**src/rtl/burst_pkg.sv**
```systemverilog
package burst_pkg;
  localparam int unsigned N_LEN     = 7;
  localparam int unsigned LEN_W     = 9;
  localparam int unsigned MAX_BEATS = 256;
  localparam int unsigned PAGE_B    = 4096;

  typedef logic [LEN_W-1:0] blen_t;

  function automatic blen_t len_min(input blen_t a, input blen_t b);
    return (a < b) ? a : b;
  endfunction
endpackage

```
**src/rtl/burst_cfg_resolve.sv**
```systemverilog
module burst_cfg_resolve
  import burst_pkg::*;
(
  input  logic [8:0]       pbl_i,
  input  logic             pbl_x8_i,
  input  logic             mixed_i,
  input  logic [N_LEN-1:0] len_en_i,
  output logic [N_LEN-1:0] mask_o,
  output blen_t            eff_max_o,
  output blen_t            algn_sz_o
);
  logic [11:0] scaled;
  blen_t       pbl_cap;
  blen_t       top_en;

  assign mask_o = mixed_i ? {N_LEN{1'b1}} : len_en_i;

  always_comb begin
    scaled = pbl_x8_i ? {pbl_i, 3'b000} : {3'b000, pbl_i};
    if (scaled == 12'd0)                pbl_cap = blen_t'(1);
    else if (scaled > 12'(MAX_BEATS))   pbl_cap = blen_t'(MAX_BEATS);
    else                                pbl_cap = scaled[LEN_W-1:0];
  end

  always_comb begin
    top_en = blen_t'(1);
    for (int i = 0; i < N_LEN; i++)
      if (mask_o[i]) top_en = blen_t'(9'd4 << i);
  end

  assign eff_max_o = len_min(pbl_cap, top_en);

  // largest power of two not above the cap
  always_comb begin
    algn_sz_o = blen_t'(1);
    for (int i = 0; i < LEN_W; i++)
      if (eff_max_o[i]) algn_sz_o = blen_t'(9'd1 << i);
  end
endmodule

```
**src/rtl/burst_len_sel.sv**
```systemverilog
module burst_len_sel
  import burst_pkg::*;
#(
  parameter int unsigned CW         = 16,
  parameter int unsigned BEAT_BYTES = 8
) (
  input  logic [CW-1:0]    rem_i,
  input  logic [11:0]      addr_lo_i,
  input  logic             free_len_i,
  input  logic             aligned_i,
  input  logic [N_LEN-1:0] mask_i,
  input  blen_t            eff_max_i,
  input  blen_t            algn_sz_i,
  output blen_t            len_o
);
  localparam int unsigned BB_LOG = $clog2(BEAT_BYTES);

  logic [12:0]      page_left_b;
  logic [12:0]      page_left;
  blen_t            rem_c, page_c, algn_lim, lim;
  logic [11:0]      beat_idx;
  logic [N_LEN-1:0] fit;

  assign rem_c       = (rem_i > CW'(MAX_BEATS)) ? blen_t'(MAX_BEATS) : rem_i[LEN_W-1:0];
  assign page_left_b = 13'(PAGE_B) - {1'b0, addr_lo_i};
  assign page_left   = page_left_b >> BB_LOG;
  assign page_c      = (page_left > 13'(MAX_BEATS)) ? blen_t'(MAX_BEATS) : page_left[LEN_W-1:0];
  assign beat_idx    = addr_lo_i >> BB_LOG;
  assign algn_lim    = algn_sz_i - (beat_idx[LEN_W-1:0] & (algn_sz_i - blen_t'(1)));

  always_comb begin
    lim = len_min(len_min(rem_c, page_c), eff_max_i);
    if (aligned_i) lim = len_min(lim, algn_lim);
  end

  for (genvar g = 0; g < N_LEN; g++) begin : g_fit
    assign fit[g] = mask_i[g] && (blen_t'(9'd4 << g) <= lim);
  end

  always_comb begin
    if (free_len_i) len_o = lim;
    else begin
      len_o = blen_t'(1);
      for (int i = 0; i < N_LEN; i++)
        if (fit[i]) len_o = blen_t'(9'd4 << i);
    end
  end
endmodule

```
**src/rtl/burst_splitter.sv**
```systemverilog
module burst_splitter
  import burst_pkg::*;
#(
  parameter int unsigned AW         = 32,
  parameter int unsigned CW         = 16,
  parameter int unsigned BEAT_BYTES = 8
) (
  input  logic          clk_i,
  input  logic          rst_ni,
  input  logic          req_valid_i,
  output logic          req_ready_o,
  input  logic [AW-1:0] req_addr_i,
  input  logic [CW-1:0] req_beats_i,
  input  logic [8:0]    cfg_pbl_i,
  input  logic          cfg_pbl_x8_i,
  input  logic          cfg_free_len_i,
  input  logic [6:0]    cfg_len_en_i,
  input  logic          cfg_mixed_i,
  input  logic          cfg_aligned_i,
  output logic          burst_valid_o,
  input  logic          burst_ready_i,
  output logic [AW-1:0] burst_addr_o,
  output logic [8:0]    burst_len_o,
  output logic          done_o
);
  localparam int unsigned BB_LOG = $clog2(BEAT_BYTES);

  logic             busy_q, done_q;
  logic [AW-1:0]    addr_q;
  logic [CW-1:0]    rem_q;
  logic [N_LEN-1:0] mask;
  blen_t            eff_max, algn_sz, sel_len;

  burst_cfg_resolve u_cfg (
    .pbl_i    (cfg_pbl_i),
    .pbl_x8_i (cfg_pbl_x8_i),
    .mixed_i  (cfg_mixed_i),
    .len_en_i (cfg_len_en_i),
    .mask_o   (mask),
    .eff_max_o(eff_max),
    .algn_sz_o(algn_sz)
  );

  burst_len_sel #(.CW(CW), .BEAT_BYTES(BEAT_BYTES)) u_sel (
    .rem_i     (rem_q),
    .addr_lo_i (addr_q[11:0]),
    .free_len_i(cfg_free_len_i),
    .aligned_i (cfg_aligned_i),
    .mask_i    (mask),
    .eff_max_i (eff_max),
    .algn_sz_i (algn_sz),
    .len_o     (sel_len)
  );

  assign req_ready_o   = ~busy_q;
  assign burst_valid_o = busy_q;
  assign burst_addr_o  = addr_q;
  assign burst_len_o   = sel_len;
  assign done_o        = done_q;

  always_ff @(posedge clk_i or negedge rst_ni) begin
    if (!rst_ni) begin
      busy_q <= 1'b0;
      done_q <= 1'b0;
      addr_q <= '0;
      rem_q  <= '0;
    end else begin
      done_q <= 1'b0;
      if (!busy_q) begin
        if (req_valid_i) begin
          addr_q <= req_addr_i;
          rem_q  <= req_beats_i;
          if (req_beats_i == '0) done_q <= 1'b1;
          else                   busy_q <= 1'b1;
        end
      end else if (burst_ready_i) begin
        addr_q <= addr_q + (AW'(sel_len) << BB_LOG);
        rem_q  <= rem_q - CW'(sel_len);
        if (rem_q == CW'(sel_len)) begin
          busy_q <= 1'b0;
          done_q <= 1'b1;
        end
      end
    end
  end

  a_r1_reset_idle: assert property (@(posedge clk_i)
    !rst_ni |=> req_ready_o && !burst_valid_o && !done_o);

  a_r9_hold: assert property (@(posedge clk_i) disable iff (!rst_ni)
    burst_valid_o && !burst_ready_i |=>
      burst_valid_o && $stable(burst_addr_o) && $stable(burst_len_o));

  a_r9_within_rem: assert property (@(posedge clk_i) disable iff (!rst_ni)
    burst_valid_o |-> CW'(burst_len_o) <= rem_q);

  a_r2_len_cap: assert property (@(posedge clk_i) disable iff (!rst_ni)
    burst_valid_o |-> burst_len_o != 9'd0 && burst_len_o <= eff_max);

  a_r6_fixed_shape: assert property (@(posedge clk_i) disable iff (!rst_ni)
    burst_valid_o && !cfg_free_len_i |->
      $countones(burst_len_o) == 1 && burst_len_o != 9'd2);

  a_r7_aligned: assert property (@(posedge clk_i) disable iff (!rst_ni)
    burst_valid_o && cfg_aligned_i |->
      10'((burst_addr_o[11:0] >> BB_LOG) & 12'(algn_sz - 9'd1)) + 10'(burst_len_o)
        <= 10'(algn_sz));

  a_r8_no_4k: assert property (@(posedge clk_i) disable iff (!rst_ni)
    burst_valid_o |->
      14'(burst_addr_o[11:0]) + (14'(burst_len_o) << BB_LOG) <= 14'd4096);

  a_r10_done_after_last: assert property (@(posedge clk_i) disable iff (!rst_ni)
    $fell(burst_valid_o) |-> done_o);
endmodule

```
**config.mk**
```make
export PLATFORM = sky130hd
export DESIGN_NAME = burst_splitter
export DESIGN_NICKNAME = d
export VERILOG_FILES = /design/src/rtl/burst_pkg.sv /design/src/rtl/burst_cfg_resolve.sv /design/src/rtl/burst_len_sel.sv /design/src/rtl/burst_splitter.sv
export SDC_FILE = /design/constraint.sdc
export NUM_CORES = 1
export LEC_CHECK = 0
export ABC_AREA = 1
export BUFFER_PORTS_ARGS = -buffer_cell sky130_fd_sc_hd__buf_4
export CAP_MARGIN = 15
export CORE_MARGIN = 2
export CORE_UTILIZATION = 62
export DETAILED_ROUTE_END_ITERATION = 16
export GPL_TIMING_DRIVEN = 0
export HOLD_SLACK_MARGIN = 0.06
export PLACE_DENSITY_LB_ADDON = 0.12
export SLEW_MARGIN = 20
export SYNTH_ARGS = -nofsm -noshare
export SYNTH_HDL_FRONTEND = slang
export SYNTH_SLANG_ARGS = --single-unit
```
**constraint.sdc**
```tcl
create_clock -name clk_i -period 18.9 [get_ports clk_i]
set_input_delay 4.725 -clock clk_i [delete_from_list [all_inputs] [get_ports clk_i]]
set_output_delay 4.725 -clock clk_i [all_outputs]
set_load 0.02 [all_outputs]
```
==> Implementation_results.wiki <==
{| class="wikitable"
! Metric !! Value
|-
| Number of vias per cell || 5.65
|-
| Startpoint of the most critical hold path || burst_addr_o[0]
|-
| Fillcell total || 873
|-
| Sequential cell area || 1250 µm²
|-
| Layout Nets || 1238
|-
| Die outline width || 105 µm
|-
| Io pins || 116
|-
| Crit path setup slack, layout || 2430 ps
|-
| Standby leakage power || 3.99 nW
|-
| Worst stage delay on the critical path || 430 ps
|-
| Maximum level of the CTS H-tree || 2
|-
| Max VDD drop || 0.198 mV
|-
| First DRT Iteration DRCs || 572
|-
| CP startpoint kind || input port
|-
| Post-synth EDFFs || 0
|-
| Critical path's slowest cell || sky130_fd_sc_hd__fa_1
|-
| Total global routing track utilization || 34.3%
|-
| Ant. Diodes || 0
|-
| Detailed Place HPWL || 15100 µm
|-
| CTS Sinks || 50
|-
| FF-to-FF setup slack || 7530 ps
|-
| Maximum buffer depth of the clock tree || 2
|-
| Clock tree from TritonCTS || built
|-
| Maximum number of pins on one net before global-route repair || 51
|-
| Post CTS Setup Buffer Count || 0
|-
| Global-route congestion overflow total || 0
|-
| Crit. End Element || output port
|-
| Die area || 10900 µm²
|-
| Count of vias placed by the detailed router || 7045
|-
| Count of antenna-violating nets left after detailed routing || 0
|-
| IO Port Bufs || 115
|-
| Highest-count cells in the layout ignoring fill and taps || 209 x sky130_fd_sc_hd__nand2_1, 144 x sky130_fd_sc_hd__inv_1, 117 x sky130_fd_sc_hd__buf_4
|-
| Number of hold violations in the final report || 0
|-
| Net count after synthesis || 1116
|-
| Multi-input gate area || 4310 µm²
|-
| Core region area || 9770 µm²
|-
| Pins Over Slew Limit || 0
|-
| Worst Reg-to-Reg Cells || 68
|-
| Fmax || 60.7 MHz
|-
| Number of global-route vias before repair || 6503
|-
| Synthesized area per cell || 6.32 µm²
|-
| Post_cts resized || 0
|-
| Post-synthesis register bit count || 50
|-
| Initial antenna violation count || 0
|-
| Sequential share of the synthesized area || 20.0%
|-
| Total Negative Setup Slacks || 0 ps
|-
| Wire length of the first global-routing pass || 30600 µm
|-
| Dominant cell type by count on the critical path || sky130_fd_sc_hd__nand2_1
|-
| RSZ-0062 raised after global routing || false
|-
| FF-to-FF End || burst_addr_o[31]
|-
| Clk_lat worst skew || 320 ps
|-
| Leading cell type in the layout, fill and taps excluded || sky130_fd_sc_hd__nand2_1
|-
| Std cell rows || 36
|-
| Final design utilization || 75.9%
|-
| Cell at the root of the clock tree || sky130_fd_sc_hd__clkbuf_8
|-
| WL final || 18500 µm
|-
| Transition time at the pin with the least slew margin || 665 ps
|-
| Highest net fanout along the worst path || 10
|-
| Mapped Cells || 992
|-
| Data arrival time of the critical path || 11740 ps
|-
| Area overhead of the layout relative to synthesis || 18.4%
|-
| Fraction of layout cells with a size suffix above 1 || 17.8%
|-
| Synthesized cell area || 6270 µm²
|-
| Final GP Congestion || 0.988
|-
| Class of the most critical setup path || in2out
|-
| TritonCTS Buffers || 5
|-
| Die extent in y || 105 µm
|-
| Worst-case headroom to the max-slew limit || 54.5%
|-
| Most common flop cell mapped by yosys || sky130_fd_sc_hd__dfrtp_1
|-
| Worst flop-to-flop path startpoint || burst_addr_o[2]
|-
| Worst Hold Path EP || burst_addr_o[0]
|-
| Clock period minus worst slack || 16470 ps
|-
| Hold path depth || 1
|-
| Clock transition at the register clock pins on the worst setup and hold paths after CTS || 100 ps
|-
| Portion of the clock cycle consumed by the worst path in the final layout || 87.1%
|-
| Max-cap viol count || 0
|-
| Synthesis warning total || 0
|-
| Routed WL per cell || 14.8 µm
|-
| Initial core utilization || 64.1%
|-
| Total setup violations reported at the end of the flow || 0
|-
| Path type of the worst min-delay path || reg2reg
|-
| Ratio of total power to cell area || 220 nW/µm²
|-
| Required time at the worst-slack endpoint || 14180 ps
|-
| Total of hold buffers inserted after clock tree synthesis || 0
|-
| Worst-case setup slack after placement || 2550 ps
|-
| Remaining routing DRC violations || 0
|-
| Run status || finished clean
|-
| First-pass DRT Iterations || 8
|-
| Number of distinct library cells after synthesis || 48
|-
| Share of flip-flops with an asynchronous set or reset after synthesis || 100%
|-
| Skew final || 11.5 ps
|}
==> cell usage after synthesis (4+ instances only) <==
library cell | count | share of area [%]
sky130_fd_sc_hd__a31oi_1 | 5 | 0.50
sky130_fd_sc_hd__inv_2 | 6 | 0.36
sky130_fd_sc_hd__nor2_4 | 5 | 0.90
sky130_fd_sc_hd__nand4_1 | 20 | 2.0
sky130_fd_sc_hd__nor2_1 | 108 | 6.5
sky130_fd_sc_hd__o21bai_1 | 4 | 0.48
sky130_fd_sc_hd__nor3_1 | 13 | 1.0
sky130_fd_sc_hd__nor4_1 | 5 | 0.50
sky130_fd_sc_hd__or2_2 | 4 | 0.40
sky130_fd_sc_hd__buf_6 | 4 | 0.72
sky130_fd_sc_hd__o211ai_1 | 5 | 0.60
sky130_fd_sc_hd__o22ai_1 | 29 | 2.9
sky130_fd_sc_hd__dfrtp_1 | 50 | 20
sky130_fd_sc_hd__xnor2_1 | 5 | 0.70
sky130_fd_sc_hd__clkbuf_1 | 16 | 0.96
sky130_fd_sc_hd__a21oi_1 | 39 | 3.1
sky130_fd_sc_hd__nand3_1 | 68 | 5.4
sky130_fd_sc_hd__nand2_2 | 25 | 2.5
sky130_fd_sc_hd__o21ai_0 | 85 | 6.8
sky130_fd_sc_hd__nand3_2 | 7 | 1.1
sky130_fd_sc_hd__nor2_2 | 7 | 0.70
sky130_fd_sc_hd__inv_1 | 144 | 8.6
sky130_fd_sc_hd__nand3b_1 | 5 | 0.60
sky130_fd_sc_hd__nand2_1 | 209 | 13
sky130_fd_sc_hd__ha_1 | 49 | 9.8
sky130_fd_sc_hd__xor2_1 | 32 | 4.5
sky130_fd_sc_hd__o221ai_1 | 4 | 0.56
==> worst max-delay path by stage <==
stage | start | to
4_1_cts | cfg_pbl_x8_i | burst_len_o[5]
6_report | cfg_pbl_x8_i | burst_len_o[6]
5_1_grt | cfg_pbl_x8_i | burst_len_o[5]
3_5_place_dp | cfg_pbl_x8_i | burst_len_o[5]
3_3_place_gp | cfg_pbl_x8_i | burst_len_o[5]
2_1_floorplan | cfg_pbl_x8_i | burst_len_o[0]
==> cells by family after synthesis <==
kind of cell	count (synthesis)	share of synthesized area, %
simple gates	483	35.2
xor+xnor	37	5.17
compound gates	189	17.2
mux	2	0.359
fa+ha+maj	52	10.7
buf+inv	179	11.4
flops	50	20.0
==> cell type report <==
cell class	count	share of cell area, %
multi-input combinational	763	58.0
inverter	152	7.69
clock inverter	2	0.523
buffer	27	1.91
timing repair buffer	115	11.6
sequential	50	16.9
clock buffer	6	1.11
tap	133	2.24
==> critical path, delay by kind of cell <==
kind            cells  cell delay [ps]
fa+ha+maj           4             1330
buf+inv             9             1170
compound gates      7             1130
xor+xnor            1              250
simple gates       30             3090
==> sequential cells by signal, summed over array words and instances, names as in the netlist <==
name,count
burst_addr_o,32
rem_q,16
burst_valid_o,1
done_o,1
==> power by group <==
group	internal, mW	leakage (nW)	switching (mW)	total [mW]
sequential	0.149	0.635	0.0465	0.196
combinational	0.503	3.29	0.851	1.35
clock	0.0436	0.0618	0.0407	0.0843
total	0.696	3.99	0.938	1.63
==> metrics by stage <==
| step | power, mW | instance area [µm²] | std cells | hold WS (ps) |
|---|---|---|---|---|
| floorplan | 1.20 | 6270 | 992 | 494 |
| global placement | 1.49 | 7300 | 1240 | 519 |
| detailed placement | 1.52 | 7300 | 1240 | 524 |
| CTS | 1.61 | 7420 | 1248 | 547 |
| global route | 1.82 | 7420 | 1248 | 576 |
| finish | 1.63 | 7420 | 1248 | 544 |
==> metal layers <==
metal,up-vias,share of wire (%),track usage (%)
met5,-,0,0
met4,0,2.5,8.98
met3,40,7.1,4.30
met2,257,49,59.3
met1,3240,41,45.2
li1,3508,-,-
(Power assumes the default switching activity.)
